## src/rtl/sup_reset_ctrl.sv

```systemverilog
module sup_reset_ctrl #(
  parameter int STRETCH_CYCLES = 300000,
  parameter int WDT_WIDTH      = 16
) (
  input  logic       clk,
  input  logic       por_n,
  input  logic       brownout_i,
  output logic       bo_level_sel_o,
  input  logic       wdt_rd_i,
  input  logic       clk_fault_i,
  input  logic       ext_clk_sel_i,
  input  logic       cfg_wr,
  input  logic       cfg_thr_sel,
  input  logic       cfg_wdt_en,
  output logic       cpu_rst_o,
  output logic [2:0] cause_o
);

  localparam int CW = $clog2(STRETCH_CYCLES + 1);
  localparam logic [CW-1:0] HOLD_INIT = CW'(STRETCH_CYCLES);

  logic [CW-1:0]        hold_cnt;
  logic [WDT_WIDTH-1:0] wdt_cnt;
  logic                 wdt_en;
  logic                 thr_sel;

  wire clk_trip = clk_fault_i & ext_clk_sel_i;
  wire wdt_ovf  = wdt_en & (&wdt_cnt) & ~wdt_rd_i;
  wire trig     = brownout_i | wdt_ovf | clk_trip;

  assign cpu_rst_o      = hold_cnt != '0;
  assign bo_level_sel_o = thr_sel;

  always_ff @(posedge clk or negedge por_n) begin
    if (!por_n)             hold_cnt <= HOLD_INIT;
    else if (trig)          hold_cnt <= HOLD_INIT;
    else if (hold_cnt != 0) hold_cnt <= hold_cnt - 1'b1;
  end

  always_ff @(posedge clk or negedge por_n) begin
    if (!por_n) begin
      thr_sel <= 1'b1;
      wdt_en  <= 1'b0;
    end else if (cpu_rst_o) begin
      thr_sel <= 1'b1;
      wdt_en  <= 1'b0;
    end else if (cfg_wr) begin
      thr_sel <= cfg_thr_sel;
      wdt_en  <= cfg_wdt_en;
    end
  end

  always_ff @(posedge clk or negedge por_n) begin
    if (!por_n)                     wdt_cnt <= '0;
    else if (cpu_rst_o || wdt_rd_i) wdt_cnt <= '0;
    else if (wdt_en)                wdt_cnt <= wdt_cnt + 1'b1;
  end

  always_ff @(posedge clk or negedge por_n) begin
    if (!por_n)                   cause_o <= 3'b000;
    else if (trig && !cpu_rst_o)  cause_o <= {clk_trip, wdt_ovf, brownout_i};
  end

  AST_THR_FORCED: assert property (@(posedge clk) disable iff (!por_n)
    cpu_rst_o |=> bo_level_sel_o);

  AST_RST_ON_SOURCE: assert property (@(posedge clk) disable iff (!por_n)
    trig |=> cpu_rst_o);

  AST_RELEASE_QUIET: assert property (@(posedge clk) disable iff (!por_n)
    $fell(cpu_rst_o) |-> !$past(trig));

  AST_WDT_IDLE: assert property (@(posedge clk) disable iff (!por_n)
    (!wdt_en && !wdt_rd_i && !cpu_rst_o) |=> $stable(wdt_cnt));

  AST_WDT_SERVICE: assert property (@(posedge clk) disable iff (!por_n)
    wdt_rd_i |=> (wdt_cnt == '0));

  AST_CLK_MASKED: assert property (@(posedge clk) disable iff (!por_n)
    (!ext_clk_sel_i && !brownout_i && !wdt_ovf && !cpu_rst_o) |=> !cpu_rst_o);

  AST_WDT_CLEARED: assert property (@(posedge clk) disable iff (!por_n)
    cpu_rst_o |=> (wdt_cnt == '0 && !wdt_en));

  AST_CAUSE_HOLD: assert property (@(posedge clk) disable iff (!por_n)
    (cpu_rst_o || !trig) |=> $stable(cause_o));

endmodule

```

## config.mk

```make
export PLATFORM = sky130hd
export DESIGN_NAME = sup_reset_ctrl
export DESIGN_NICKNAME = d
export VERILOG_FILES = /design/src/rtl/sup_reset_ctrl.sv
export SDC_FILE = /design/constraint.sdc
export NUM_CORES = 1
export LEC_CHECK = 0
export BUFFER_PORTS_ARGS = -buffer_cell sky130_fd_sc_hd__buf_2
export CAP_MARGIN = 15
export CORE_MARGIN = 2
export CORE_UTILIZATION = 40
export DETAILED_ROUTE_END_ITERATION = 10
export GPL_ROUTABILITY_DRIVEN = 0
export GPL_TIMING_DRIVEN = 1
export PLACE_DENSITY = 0.59
export REMOVE_ABC_BUFFERS = 1
export SLEW_MARGIN = 10
export SYNTH_ARGS = -nofsm -noshare
export SYNTH_HDL_FRONTEND = slang
export SYNTH_SLANG_ARGS = --single-unit
```

## constraint.sdc

```tcl
create_clock -name clk -period 2.1 [get_ports clk]
set_input_delay 0.315 -clock clk [delete_from_list [all_inputs] [get_ports clk]]
set_output_delay 0.315 -clock clk [all_outputs]
set_load 0.02 [all_outputs]
```

# Word-level counts from Yosys, hierarchy flattened
# Cells that the tools add are included.
# classes
eq_ne	0
mux	8
n_reduce_logical	8
n_shift	0
div	0
order_cmp	0
bitwise	6
multipliers	0
n_addsub	2
# op_table
cell	n
19-bit two-way mux	2
16-bit two-way mux	2
19-bit nonzero test	1
19-bit by 1-bit subtractor with 19-bit output, second input constant	1
16-bit by 1-bit adder with 16-bit output, second input constant	1
16-bit AND reduction	1
2-bit nonzero test	3
1-bit two-way mux	4
1-bit AND	3
1-bit OR	2
1-bit logical AND	1
1-bit logical NOT	1
1-bit logical OR	1
1-bit inverter	1
# word_totals
romBits	0
in_bits	9
n_memories	0
output_inout_bits	5
register_bits	40
ram_bits	0
latchBits	0
word_cells	29

# Longest topological paths before layout
# logic_depth
ltp_word	6
mapped_depth	8

# Least setup slack after synthesis
# No wires, ideal clock.
# synth_path
path_type	register to register
startpoint	reg hold_cnt[10]
endpoint	reg cause_o[1]
arrival_ps	1951
period_less_slack_ps	2047
required_time_ps	2004
setup_time_ps	96
stages_incl_launch_ff	6
path_slack_ps	53
cell_sequence	dfrtp_1 -> or4_1 -> nor3_2 -> buf_2 -> nand2_1 -> o31ai_1
# synth_via
elab_chain_cells	3
# synth_lines
item	line	source
start: declaration	22	logic [CW-1:0] hold_cnt;
start signal: assignment	37	else if (hold_cnt != 0) hold_cnt <= hold_cnt - 1'b1;
19-bit nonzero test	31	assign cpu_rst_o = hold_cnt != '0;
net cpu_rst_o	15	output logic cpu_rst_o,
1-bit logical NOT	61	else if (trig && !cpu_rst_o) cause_o <= {clk_trip, wdt_ovf, brownout_i};
1-bit logical AND	61	
end signal: assignment	61	
end: declaration	16	output logic [2:0] cause_o
# The timed path passes the listed nets, and every way through them passes these cells.
# A chain may end at the register's enable or synchronous reset.

# Final worst setup path
# layout_path
startpoint	reg hold_cnt[10]
endpoint	out cpu_rst_o
# layout_via
elab_chain_cells	1
# layout_lines
item	line
19-bit nonzero test	31
end: declaration	15
# Every way passes these cells.

==> Implementation_results.wiki <==
{| class="wikitable"
! Metric !! Value
|-
| Worst Path Max Fanout || 4
|-
| Maximum Capacitance Violations || 0
|-
| Number of synthesized register bits || 40
|-
| Post-Synth XOR/XNOR Area || 0.0402
|-
| Initial drt markers || roughly 70
|-
| TritonCTS Sinks || 40
|-
| Hold buffers post-CTS || 0
|-
| Transition time at the pin with the least slew margin || 0.512 ns
|-
| Clock transition at the registers of the reported paths || 0.08 ns
|-
| Share of cell area taken by muxes after synthesis || 0.0368
|-
| Final Util || 0.498
|-
| Static leakage || 0.974 nW
|-
| CP Data Required Time || between 1.5 and 2 ns
|-
| Wire length of the first global-routing pass || around 8.6 mm
|-
| Combinational family with the most area after synthesis || simple AND/OR/NAND/NOR gates
|-
| Total non-filler cell area in the finished layout || approximately 2600 um^2
|-
| Number of setup violations in the final report || 0
|-
| Count of port buffers added during placement || 13
|-
| Top cell type by total area after synthesis || dfrtp_1
|-
| Worst setup path category || reg -> out
|-
| Async set-or-reset flop fraction in the synthesized netlist || 1.00
|-
| Instance count after placement with tap cells included || 324
|-
| Global-route usage over all layers || 0.177
|-
| Post-layout instance count excluding filler cells || 333
|-
| Pin count of the biggest net entering global routing || slightly above 40
|-
| Compound-cell area share of the yosys netlist || 0.168
|-
| Synthesized instance count || roughly 230
|-
| Clk Latency, worst-skew pair || 0.29 ns
|-
| Power share of the clock group || 0.357
|-
| Vias per cell || 5.62
|-
| Synth Area in Simple Gates || 0.249
|-
| Number of antenna repair diodes || 0
|-
| Top-area cell type share of the netlist area || 0.356
|-
| Kind of start point of the critical path || flop
|-
| Switching pwr || about 0.00038 W
|-
| Maximum VDD drop || 376 uV
|-
| Effective utilization at floorplan || 0.421
|-
| Synth unique cells || 40
|-
| HPWL after detailed placement || approximately 3.5 mm
|-
| Horiz. Die Dim || approximately 78 um
|-
| Routed via count || 1872
|-
| Cell Rows || 26
|-
| Most used standard cell by instance count after synthesis || dfrtp_1
|-
| CTS Root Buffer Type || clkbuf_8
|-
| Post-synth top cells || dfrtp_1 (31), nor2_1 (19), a21oi_1 (18)
|-
| Initial antenna violation count || 0
|-
| Clock buffer count from CTS || 5
|-
| Final critical-path share of the clock period || 0.984
|-
| Power density of the placed cells || 566 nW/um^2
|-
| Detailed Routing Iterations Pass 1 || 4
|-
| Area Growth Syn to Fin || 18.3%
|-
| Fraction of final layout cells sized beyond drive strength 1 || 0.236
|-
| Total internal power || 0.00108 W
|-
| Floorplan core area || 5170 um^2
|-
| Per-instance average area after synthesis || 9.51 um^2
|-
| Minimum period implied by the final worst setup slack || 2.07 ns
|-
| Wirelength, routed || about 4.8 mm
|-
| Crit path capture type || primary output
|-
| Filler Cell Count || 503
|-
| Wire length per cell after detailed routing || 14.5 um
|-
| Fraction of power spent switching nets || 0.258
|-
| Part of the power in registers || 0.552
|-
| Worst clock skew || 0.00921 ns
|-
| Die footprint || 6050 um^2
|-
| Fmax achieved || 484 MHz
|-
| Number of enable-type register cells in the synthesized netlist || 0
|-
| Worst slew margin || 0.659
|-
| Netlist area before placement || 2180 um^2
|-
| Post-DRT Antenna Nets || 0
|-
| Max-slew violation total from the final report || 0
|-
| Unrepaired setup endpoints after global routing || yes
|-
| Worst hold-check slack || 0.0792 ns
|-
| Number of hold violations in the final report || 0
|-
| Total placed instance area || ~2400 um^2
|-
| Sequential-to-total area share from yosys stat || 0.465
|-
| Worst path arrival time || 1.75 ns
|-
| Total number of yosys warnings || 0
|-
| Count of H-tree levels built during CTS || 2
|-
| Ports || 14
|-
| Vias in the first global route || 1808
|-
| Proportion of power drawn by combinational gates || 0.091
|-
| Worst hold path class || in -> async
|-
| Post-synthesis share of cell area spent on full adders, half adders and majority gates || 0.0115
|-
| Most common flop cell mapped by yosys || dfrtp_1
|-
| Grt total ovfl || 0
|-
| Die boundary height || 77.8 um
|-
| Outcome || finished, final reports clean
|-
| Synth area leaders || dfrtp_1 (36%), dfstp_2 (11%), a21oi_1 (4.1%), mux2i_1 (3.7%), o21ai_0 (3.7%)
|-
| Maximum clock insertion buffer count || 2
|-
| Final net count || roughly 270
|-
| CTS tree || built
|-
| Total DRC errors in the routed layout || 0
|}
flip-flops by register name (all words and copies together), names as in the netlist:
register / count
bo_level_sel_o: 1
hold_cnt: 19
wdt_cnt: 16
cause_o: 3
wdt_en: 1
through the flow:
step | setup WS [ns] | TNS, ns | total power (W)
after floorplan | -0.120 | -0.290 | 0.000880
after global placement | 0.0961 | 0 | 0.000948
after detailed placement | 0.0882 | 0 | 0.000949
after CTS | 0.0237 | 0 | 0.00147
after global routing | -0.0299 | -0.0299 | 0.00152
final | 0.0338 | 0 | 0.00146
worst max-delay path: stages, from the launching register on:
cell,delay [ns]
dfrtp_1,0.38
or4_4,0.58
nor3_4,0.23
nand2_2,0.10
buf_2,0.16
what timing repair did:
action                                  4_1_cts  5_1_grt
setup buffers                                 1        0
endpoints found under the setup margin        1        2
pin swaps                                     2        0
resized for setup                             4        3
final timing paths:
kind | from | end | slack, ns | cells past startpoint
max | hold_cnt[10] | cpu_rst_o | 0.03 | 4
min | por_n | hold_cnt[17] | 0.08 | 2
max reg2reg | hold_cnt[3] | hold_cnt[15] | 0.08 | 4
min reg2reg | hold_cnt[18] | hold_cnt[18] | 0.50 | 2
max in group asynchronous | por_n | hold_cnt[6] | 1.65 | 2
min in group clk | cfg_thr_sel | bo_level_sel_o | 0.26 | 3
power groups by stage:
stage / Clock (W) / Combinational [W] / Sequential (W)
global placement: 0 / 0.000131 / 0.000817
CTS: 0.000536 / 0.000130 / 0.000805
finish: 0.000521 / 0.000132 / 0.000806
global route: 0.000567 / 0.000149 / 0.000808
detailed placement: 0 / 0.000130 / 0.000819
floorplan: 0 / 0.0000625 / 0.000817
per-layer routing:
layer,up-vias,part of all wire,track usage
met4,0,0.016,0.0554
li1,938,-,-
met3,8,0.032,0.0395
met2,24,0.48,0.284
met5,-,0,0
met1,902,0.47,0.237
final cells by class:
cell class / count / area (um^2) / area share
multi-input combinational: 173 / 1130 / 0.438
inverter: 7 / 26.3 / 0.0102
timing repair buffer: 35 / 230 / 0.0894
clock buffer: 5 / 68.8 / 0.0267
sequential: 40 / 1010 / 0.393
tap: 70 / 87.6 / 0.0340
clock inverter: 3 / 23.8 / 0.00923
placed cells by master, fill, tap and decap left out, types with 5 or more instances in the layout:
cell	Yosys	layout
a211oi_1	7	7
mux2i_1	8	8
buf_4	0	22
clkbuf_8	0	5
or3_1	11	11
a21oi_1	18	18
or4_1	6	5
nor2_1	19	19
nand2_1	12	11
dfstp_2	9	9
buf_2	4	13
nor3_1	6	6
nand4_1	6	6
o21ai_0	16	16
dfrtp_1	31	31
inv_1	7	7
xnor2_1	6	6
nand3_1	11	11
cell families (layout without fill, tap and decap cells):
group                      count (synthesis)  count (layout)
AOI/OAI and AO/OA                         59              59
xor gates and xnor gates                  10              10
adders and majority gates                  2               2
buffers and inverters                     16              50
DFF                                       40              40
muxes                                      8               8
and+or+nand+nor                           94              94
No activity file was read; power rests on OpenSTA's default activity.
